`config.mk`:
```
export PLATFORM = sky130hd
export DESIGN_NAME = qb_port
export DESIGN_NICKNAME = d
export VERILOG_FILES = /design/src/rtl/qb_port_pkg.sv /design/src/rtl/qb_port_ctrl.sv /design/src/rtl/qb_port_dp.sv /design/src/rtl/qb_port.sv
export SDC_FILE = /design/constraint.sdc
export NUM_CORES = 1
export LEC_CHECK = 0
export BUFFER_PORTS_ARGS = -buffer_cell sky130_fd_sc_hd__clkbuf_2
export CAP_MARGIN = 15
export CORE_MARGIN = 5
export CORE_UTILIZATION = 50
export CTS_BUF_LIST = sky130_fd_sc_hd__clkbuf_4 sky130_fd_sc_hd__clkbuf_8
export CTS_CLUSTER_SIZE = 12
export DETAILED_ROUTE_END_ITERATION = 10
export MAX_ROUTING_LAYER = met4
export PLACE_DENSITY = 0.81
export SYNTH_ARGS = -nofsm -noshare
export SYNTH_HDL_FRONTEND = slang
export SYNTH_SLANG_ARGS = --single-unit
```
`constraint.sdc`:
```
create_clock -name clk -period 1.2 [get_ports clk]
set_input_delay 0 -clock clk [delete_from_list [all_inputs] [get_ports clk]]
set_output_delay 0 -clock clk [all_outputs]
set_load 0.01 [all_outputs]
```
`src/rtl/qb_port_pkg.sv`:
```
package qb_port_pkg;
  // Strobes handed from the control to the datapath
  typedef struct packed {
    logic loadLatch;  // take a new byte and arm the boost on its ones
    logic dropBoost;  // end every active boost
  } qbStrobe_t;
endpackage

```
`src/rtl/qb_port_ctrl.sv`:
```
module qb_port_ctrl
  import qb_port_pkg::*;
(
  input  logic      wrStrobe,
  input  logic      sclFall,
  output qbStrobe_t strobes
);
  // A write that lands together with an SCL fall wins, so the fresh boost survives
  always_comb begin
    strobes.loadLatch = wrStrobe;
    strobes.dropBoost = sclFall & ~wrStrobe;
  end
endmodule

```
`src/rtl/qb_port_dp.sv`:
```
module qb_port_dp
  import qb_port_pkg::*;
#(
  parameter int WIDTH       = 8,
  parameter int SYNC_STAGES = 2
) (
  input  logic             clk,
  input  logic             rstN,
  input  qbStrobe_t        strobes,
  input  logic [WIDTH-1:0] wrData,
  input  logic             sclFall,
  input  logic [WIDTH-1:0] padIn,
  output logic [WIDTH-1:0] driveLowEn,
  output logic [WIDTH-1:0] strongUpEn,
  output logic [WIDTH-1:0] pinValue
);
  localparam logic [WIDTH-1:0] AllHigh = '1;
  localparam int LastStage = SYNC_STAGES - 1;

  logic [WIDTH-1:0] latchQ;
  logic [WIDTH-1:0] boostQ;
  logic [WIDTH-1:0] syncQ [SYNC_STAGES];

  // Stored pin levels, high at reset
  always_ff @(posedge clk or negedge rstN) begin
    if (!rstN)                  latchQ <= AllHigh;
    else if (strobes.loadLatch) latchQ <= wrData;
  end

  // Transient boost: armed on every written one, cleared on SCL fall
  always_ff @(posedge clk or negedge rstN) begin
    if (!rstN)                  boostQ <= '0;
    else if (strobes.loadLatch) boostQ <= wrData;
    else if (strobes.dropBoost) boostQ <= '0;
  end

  // Pad level synchroniser
  generate
    for (genvar s = 0; s < SYNC_STAGES; s++) begin : g_sync
      always_ff @(posedge clk or negedge rstN) begin
        if (!rstN) syncQ[s] <= AllHigh;
        else if (s == 0) syncQ[s] <= padIn;
        else syncQ[s] <= syncQ[(s == 0) ? 0 : s-1];
      end
    end
  endgenerate

  assign driveLowEn = ~latchQ;
  assign strongUpEn = boostQ & latchQ;
  assign pinValue   = syncQ[LastStage];

  // pull-down and boost are exclusive on every pin
  a_r6_exclusive: assert property (@(posedge clk) disable iff (!rstN)
    (driveLowEn & strongUpEn) == '0);

  // a write sets the pull-downs to the inverse of its data
  a_r2_drive: assert property (@(posedge clk) disable iff (!rstN)
    strobes.loadLatch |=> driveLowEn == ~$past(wrData));

  // a write arms the boost exactly on its ones
  a_r3_boost: assert property (@(posedge clk) disable iff (!rstN)
    strobes.loadLatch |=> strongUpEn == $past(wrData));

  // a lone SCL fall clears the boost and keeps the level
  a_r4_release: assert property (@(posedge clk) disable iff (!rstN)
    (sclFall && !strobes.loadLatch) |=> (strongUpEn == '0) && $stable(driveLowEn));

  // no strobe, no change of the pull-downs
  a_r9_hold: assert property (@(posedge clk) disable iff (!rstN)
    !strobes.loadLatch |=> $stable(driveLowEn));
endmodule

```
`src/rtl/qb_port.sv`:
```
module qb_port
  import qb_port_pkg::*;
#(
  parameter int WIDTH       = 8,
  parameter int SYNC_STAGES = 2
) (
  input  logic             clk,
  input  logic             rstN,
  input  logic [WIDTH-1:0] wrData,
  input  logic             wrStrobe,
  input  logic             sclFall,
  input  logic [WIDTH-1:0] padIn,
  output logic [WIDTH-1:0] driveLowEn,
  output logic [WIDTH-1:0] strongUpEn,
  output logic [WIDTH-1:0] pinValue
);
  qbStrobe_t strobes;

  qb_port_ctrl ctrl_i (
    .wrStrobe (wrStrobe),
    .sclFall  (sclFall),
    .strobes  (strobes)
  );

  qb_port_dp #(.WIDTH(WIDTH), .SYNC_STAGES(SYNC_STAGES)) dp_i (
    .clk        (clk),
    .rstN       (rstN),
    .strobes    (strobes),
    .wrData     (wrData),
    .sclFall    (sclFall),
    .padIn      (padIn),
    .driveLowEn (driveLowEn),
    .strongUpEn (strongUpEn),
    .pinValue   (pinValue)
  );
endmodule

```
==> impl_results.md, run 1 <==
* Status: completed
* Crit share post-route at 0.919
* CORE AREA at between 0.002 and 0.0025 mm2
* Yosys top cell by area: dfstp_2
* Slowest stage cell, crit path: dfstp_2
* Number of antenna repair diodes at 0
* Hold Path Class: in2reg
* Largest net degree at the start of global routing at 26
* Chip Height at 58.3 um
* TNS Setup at 0 ps
* CP Capture Type: output pin
* Number of vias per cell at 4.56
* Post-cts resize count at 0
* Post-synthesis cell type count at 12
* Synth Area in Compound Gates at 0.0988
* Clock Skew at 1.16 ps
* Sw Share at 0.226
* Clk pwr share at 0.307
* CP cell instances: and2_1 > clkbuf_2
* Cts bufs inserted at 5
* Fmax achieved at 0.907 GHz
* Syn Nets at ~100
* Max_cap viols at 0
* GRT overflow at 0
* Total track usage at 0.156
* Sequential area share after synthesis at 0.713
* Tmin final at 1100 ps
* Final setup fails at 0
* Syn Area/Cell at about 14 um2
* WP buf/inv at 1
* Synthesis-to-finish area growth at 34.7%
* Syn Inst Count at between 80 and 90
* Clock sinks at 32
* Power Density at between 1000 and 1500 mW/mm2
* Slew Limit Fails at 0
* Synth Register Bits at 32
* Synth area leaders: dfstp_2 54%, dfrtp_1 17%, buf_4 5.2%
* P_sw at 484 uW
* Syn. warnings at 0
* Largest family of logic cells by synthesized area: buffers and inverters
* Leakage Power at between 0.7 and 0.8 nW
* Die area at 0.00339 mm2
* Initial core utilization at 0.527
* Final Hold Viols at 0
* Clock Latency Late Sink at roughly 320 ps
* Clk buf depth at 2
* Final WL at 2.18 mm
* Synth top area share at 0.541
* CP Launch Type: flip-flop
* First-pass GRT wire length at around 3.6 mm
* Actual slew at the worst max-slew pin at 478 ps
* Std-Cell Rows at 17
* Tot Pwr at 2.14 mW
* Vias in the first global route at just under 800
* Residual DRC at 0
* CP max stage delay at between 500 and 600 ps
* DR iter-0 viols at 2
* Routed via count at 780
* Largest delay share family, worst path: flip-flops
* Layout cell share with drive strength beyond 1 at 0.573
* Io pins at 44
* Setup CP Type: reg2out
* Nets at roughly 160
* Post-synthesis simple-gate area fraction at 0.0784
* Crit-path max FO at 2
* CTS root buf: clkbuf_4
* DRT Pass-1 Iters at 4
* Dpl hpwl at between 1 and 1.5 mm
* Seq pwr share at 0.568
* RSZ-0062 raised after global routing: no
* Synthesized area at roughly 0.0012 mm2
* H-tree depth at 2
* Final ANT Viol Nets at 0
* Slew headroom at 0.682
* Internal at about 1.7 mW
* Clk slew on worst S/H paths at ~90 ps
* XOR/XNOR share of the synthesized area at 0
* CTS tree: yes
* Post-synthesis mux area share at 0
* WL per Instance at between 10 and 15 um
* Die outline width at about 58 um
* IO buf count at 43
* Placer congestion estimate at around 0.7
* VDD IR-drop max at about 1000 uV
* Combinational power share at 0.125
* Initial antenna violation count at 0
* CP arrival at 1100 ps
* Critical Path RT at 1200 ps
* Adder-cell share of the synthesized area at 0
layout by cell type, fill, tap and decap left out:
master | netlist | layout
clkbuf_2 | 0 | 43
dfstp_2 | 24 | 24
dlygate4sd3_1 | 0 | 17
and2_1 | 8 | 8
inv_1 | 8 | 8
nand2_1 | 8 | 8
o21ai_0 | 8 | 8
dfrtp_1 | 8 | 8
clkbuf_4 | 0 | 7
a22o_1 | 4 | 4
a22o_2 | 4 | 4
buf_4 | 8 | 2
nor2_4 | 1 | 1
clkbuf_8 | 0 | 1
power by group through the flow:
stage	logic, mW	clock network, mW	registers [mW]
CTS	0.270	0.685	1.22
floorplan	0.133	0	1.23
global route	0.296	0.739	1.23
finish	0.267	0.657	1.22
detailed placement	0.226	0	1.23
global placement	0.221	0	1.23
flip-flops by register name, indices dropped and copies added, names as in the netlist:
register and flops:
dp_i.boostQ 8, dp_i.latchQ 8, dp_i.pinValue 8, dp_i.syncQ 8
through the flow:
step | cell area (um2) | util | worst slack (ps) | hold slack [ps] | cells
finish | 1570 | 0.709 | 97.5 | 60.0 | 171
global route | 1570 | 0.709 | 38.4 | 50.6 | 171
CTS | 1570 | 0.709 | 77.5 | 45.0 | 171
detailed placement | 1330 | 0.602 | 337 | -19.8 | 146
global placement | 1330 | 0.602 | 368 | -27.3 | 146
floorplan | 1160 | - | 410 | -296 | 84
cell families (layout without fill, tap and decap cells):
kind of cell           Yosys count  count (layout)
AO/OA/AOI/OAI                   16              16
buffers and inverters           19              78
flip-flops                      32              32
AND/OR/NAND/NOR                 17              17
cells in the mapped netlist:
cell	count
dfstp_2	24
buf_8	1
a22o_2	4
o21ai_0	8
nand2_1	8
buf_6	2
dfrtp_1	8
inv_1	8
and2_1	8
buf_4	8
a22o_1	4
nor2_4	1
timing repair:
action,4_1_cts,5_1_grt
endpoints found under the hold margin,43,0
setup buffers,0,0
hold buffers,17,0
worst min-delay path: cells and delay by family:
kind            cells  cell delay, ps
compound gates      1             190
buf+inv             1             100
simple gates        1              60
routing by layer:
layer  up-vias  wire length [um]  track usage
li1        376                 -            -
met1       361               818        0.178
met2        36              1090        0.241
met3         7               230       0.0668
met4         0                40       0.0596
met5         -                 0            -
worst paths after layout:
path	from	to	slack [ps]	cells past startpoint
min in group asynchronous	rstN	dp_i.boostQ[7]	170	2
min	sclFall	dp_i.boostQ[4]	60	3
max reg2reg	dp_i.latchQ[7]	dp_i.latchQ[7]	310	2
max in group asynchronous	rstN	dp_i.syncQ[13]	450	3
min reg2reg	dp_i.syncQ[13]	dp_i.pinValue[5]	360	0
max	dp_i.latchQ[0]	strongUpEn[0]	100	2
layout make-up:
cell class	count	area, um2
tap	28	35.0
timing repair buffer	62	400
sequential	32	831
multi-input combinational	33	206
fill	172	643
clock buffer	8	66.3
inverter	8	30.0
Power figures use the tool's default switching activity.
==> run 2: changes to the inputs <==
ABC_AREA = 1   (was not set)
==> run 2 against run 1 <==
Clock power grew 21%. Cell count up 9.4%. Global-route usage is 0.73 points higher. Critical endpoint is now strongUpEn[1]. Worst setup slack better by 24 ps. Critical path depth grew 1. Sequential share of layout area decreased by 2.3 points. Clock-buffer cell count decreased by 3. Register-to-register slack better by 130 ps. Hold slack better by 150 ps. Largest cell class unchanged. Combinational power up 7.5%.
==> impl_results.md, run 2 <==
* Status: completed
* Residual DRC at 0
* Clk pwr share at 0.345
* Final Hold Viols at 0
* CP max stage delay at roughly 540 ps
* Die outline width at 59.2 um
* Synth top area share at 0.520
* Syn Nets at 119
* Tot Pwr at around 2.3 mW
* Setup CP Type: reg2out
* Largest net degree at the start of global routing at 33
* IO buf count at 43
* Most frequent cells in the layout: 43 x clkbuf_2, 28 x nand2_1, 24 x dfstp_2
* Critical Path RT at between 1000 and 1500 ps
* Synth area leaders: dfstp_2 52%, dfrtp_1 17%, nand2_1 8.7%
* Slew Limit Fails at 0
* Ys flop type: dfstp_2
* Tmin final at ~1100 ps
* Placer congestion estimate at approximately 0.67
* Dpl hpwl at 1.47 mm
* DR iter-0 viols at 2
* Worst r2r src: dp_i.latchQ[7]
* Reg2Reg Depth at 2
* Fmax achieved at approximately 0.9 GHz
* Layout cell share with drive strength beyond 1 at 0.560
* CP arrival at around 1100 ps
* Fillers at approximately 180
* Synthesized area at roughly 0.0012 mm2
* Hold Path Class: in2reg
* Initial core utilization at 0.538
* Post-cts resize count at 0
* Combinational power share at 0.125
* Clk buf depth at 2
* Final Cell Area at roughly 0.0016 mm2
* Final setup fails at 0
* Syn Area/Cell at approximately 12 um2
* Placed Cells incl. Taps at around 160
* Initial antenna violation count at 0
* R2R Path End: dp_i.latchQ[7]
* Critical Path Source: dp_i.latchQ[1]
* Commonest cells post-synth: 28 x nand2_1, 24 x dfstp_2, 16 x inv_1
* CTS tree: yes
* Yosys top cell by area: dfstp_2
* WL per Instance at between 10 and 15 um
* Max_cap viols at 0
* Crit-path max FO at 2
* VDD IR-drop max at about 1500 uV
* CP cell instances: nand2_1 > inv_1 > clkbuf_2
* CTS root buf: clkbuf_4
* RSZ-0062 raised after global routing: no
* Sw Share at 0.236
* CP Launch Type: flip-flop
* Final Worst Setup Slack at ~120 ps
* Final ANT Viol Nets at 0
* Number of vias per cell at approximately 4.4
* Number of antenna repair diodes at 0
* Std-Cell Rows at 17
* Most numerous cell in the Yosys netlist: nand2_1
* Most common cell after layout, fill and taps aside: clkbuf_2
* Critical Path Sink: strongUpEn[1]
* Synth Register Bits at 32
* Cts bufs inserted at 5
* Fin Hold WS at roughly 210 ps
* CORE AREA at between 0.002 and 0.0025 mm2
* DRT Pass-1 Iters at 4
* DP Area at ~0.0014 mm2
* Leakage Power at around 0.88 nW
* Core Util, Final at 0.727
* First-pass GRT wire length at 3.95 mm
* Seq pwr share at 0.530
* Finished Layout Cells at between 150 and 200
* GRT overflow at 0
* Clock sinks at 32
* EDFF count, synth at 0
* Internal at around 1.8 mW
* Vias in the first global route at between 800 and 900
* Flop2flop setup slack at 440 ps
* Total track usage at 0.163
* Nets at 178
* Post-Place Worst Slack at ~380 ps
* Ys async rst share at 1.00
* Sequential area share after synthesis at 0.685
* Synthesis-to-finish area growth at 35.2%
* CP Capture Type: output pin
* H-tree depth at 2
* Final WL at around 2.2 mm
* Slowest stage cell, crit path: dfstp_2
* Routed via count at roughly 820
* Actual slew at the worst max-slew pin at roughly 730 ps
* Syn. warnings at 0
* Clock Latency Late Sink at 330 ps
* Clock Skew at around 9.3 ps
* Power Density at roughly 1400 mW/mm2
* P_sw at ~540 uW
* Clk slew on worst S/H paths at roughly 100 ps
* Die area at about 0.0035 mm2
* Io pins at between 40 and 50
* Chip Height at between 50 and 60 um
* TNS Setup at 0 ps
* Slew headroom at 0.512
* Post-synthesis cell type count at 11
* Syn Inst Count at approximately 100
* Crit share post-route at 0.899
[run 2: cell types whose count changed in the layout (fill, tap and decap cells not counted), sizes merged, moves of 3 or more]
cell	previous run	this run
nand2	8	32
and2	8	0
inv	8	16
clkbuf	51	48
a22o	8	0
[run 2: cell type report]
class                   count  area [um2]  share of cell area
flip-flops and latches     32         831               0.507
repair buffers             62         403               0.246
multi-input cells          41         230               0.140
inverters                  16        60.1              0.0366
clock inverters             3        42.5              0.0260
clock buffers               5        37.5              0.0229
well taps                  28        35.0              0.0214
[run 2: power by group through the flow]
stage                     clock network (mW)  registers (mW)  logic, mW
after floorplan                            0            1.23      0.150
after global placement                     0            1.23      0.236
after detailed placement                   0            1.24      0.243
after CTS                              0.815            1.22      0.291
after global routing                   0.881            1.23      0.322
final                                  0.792            1.22      0.287
[run 2: worst max-delay path: cells and delay by family, from the launching register on]
| kind | cells | cell delay [ps] |
|---|---|---|
| and+or+nand+nor | 1 | 50 |
| DFF | 1 | 540 |
| buffers and inverters | 2 | 170 |
[run 2: how the worst min path moves through the flow]
stage	from	endpoint	slack, ps	cells after the start
after floorplan	rstN	dp_i.boostQ[0]	-300	0
after global placement	rstN	dp_i.boostQ[1]	80	1
after detailed placement	rstN	dp_i.boostQ[1]	90	1
after CTS	wrStrobe	dp_i.latchQ[0]	210	2
after global routing	wrStrobe	dp_i.latchQ[0]	230	2
final	wrStrobe	dp_i.latchQ[0]	210	2
[run 2: routing by layer]
metal | global-route usage | vias up | routed length [um]
met5 | - | - | 0
met1 | 0.172 | 379 | 792
met4 | 0.0712 | 0 | 62
li1 | - | 402 | -
met2 | 0.267 | 27 | 1180
met3 | 0.0654 | 8 | 145
[run 2: timing repair]
action                                  4_1_cts  5_1_grt
endpoints found under the setup margin        0        0
hold endpoints to repair                     32        0
hold buffers                                 18        0
setup buffers                                 0        0
[run 2: logic make-up (layout without fill, tap and decap cells)]
group,count (synthesis),in the layout,synth area share
AND/OR/NAND/NOR,33,33,0.132
flip-flops,32,32,0.685
buffers and inverters,26,86,0.125
AO/OA/AOI/OAI,8,8,0.0578
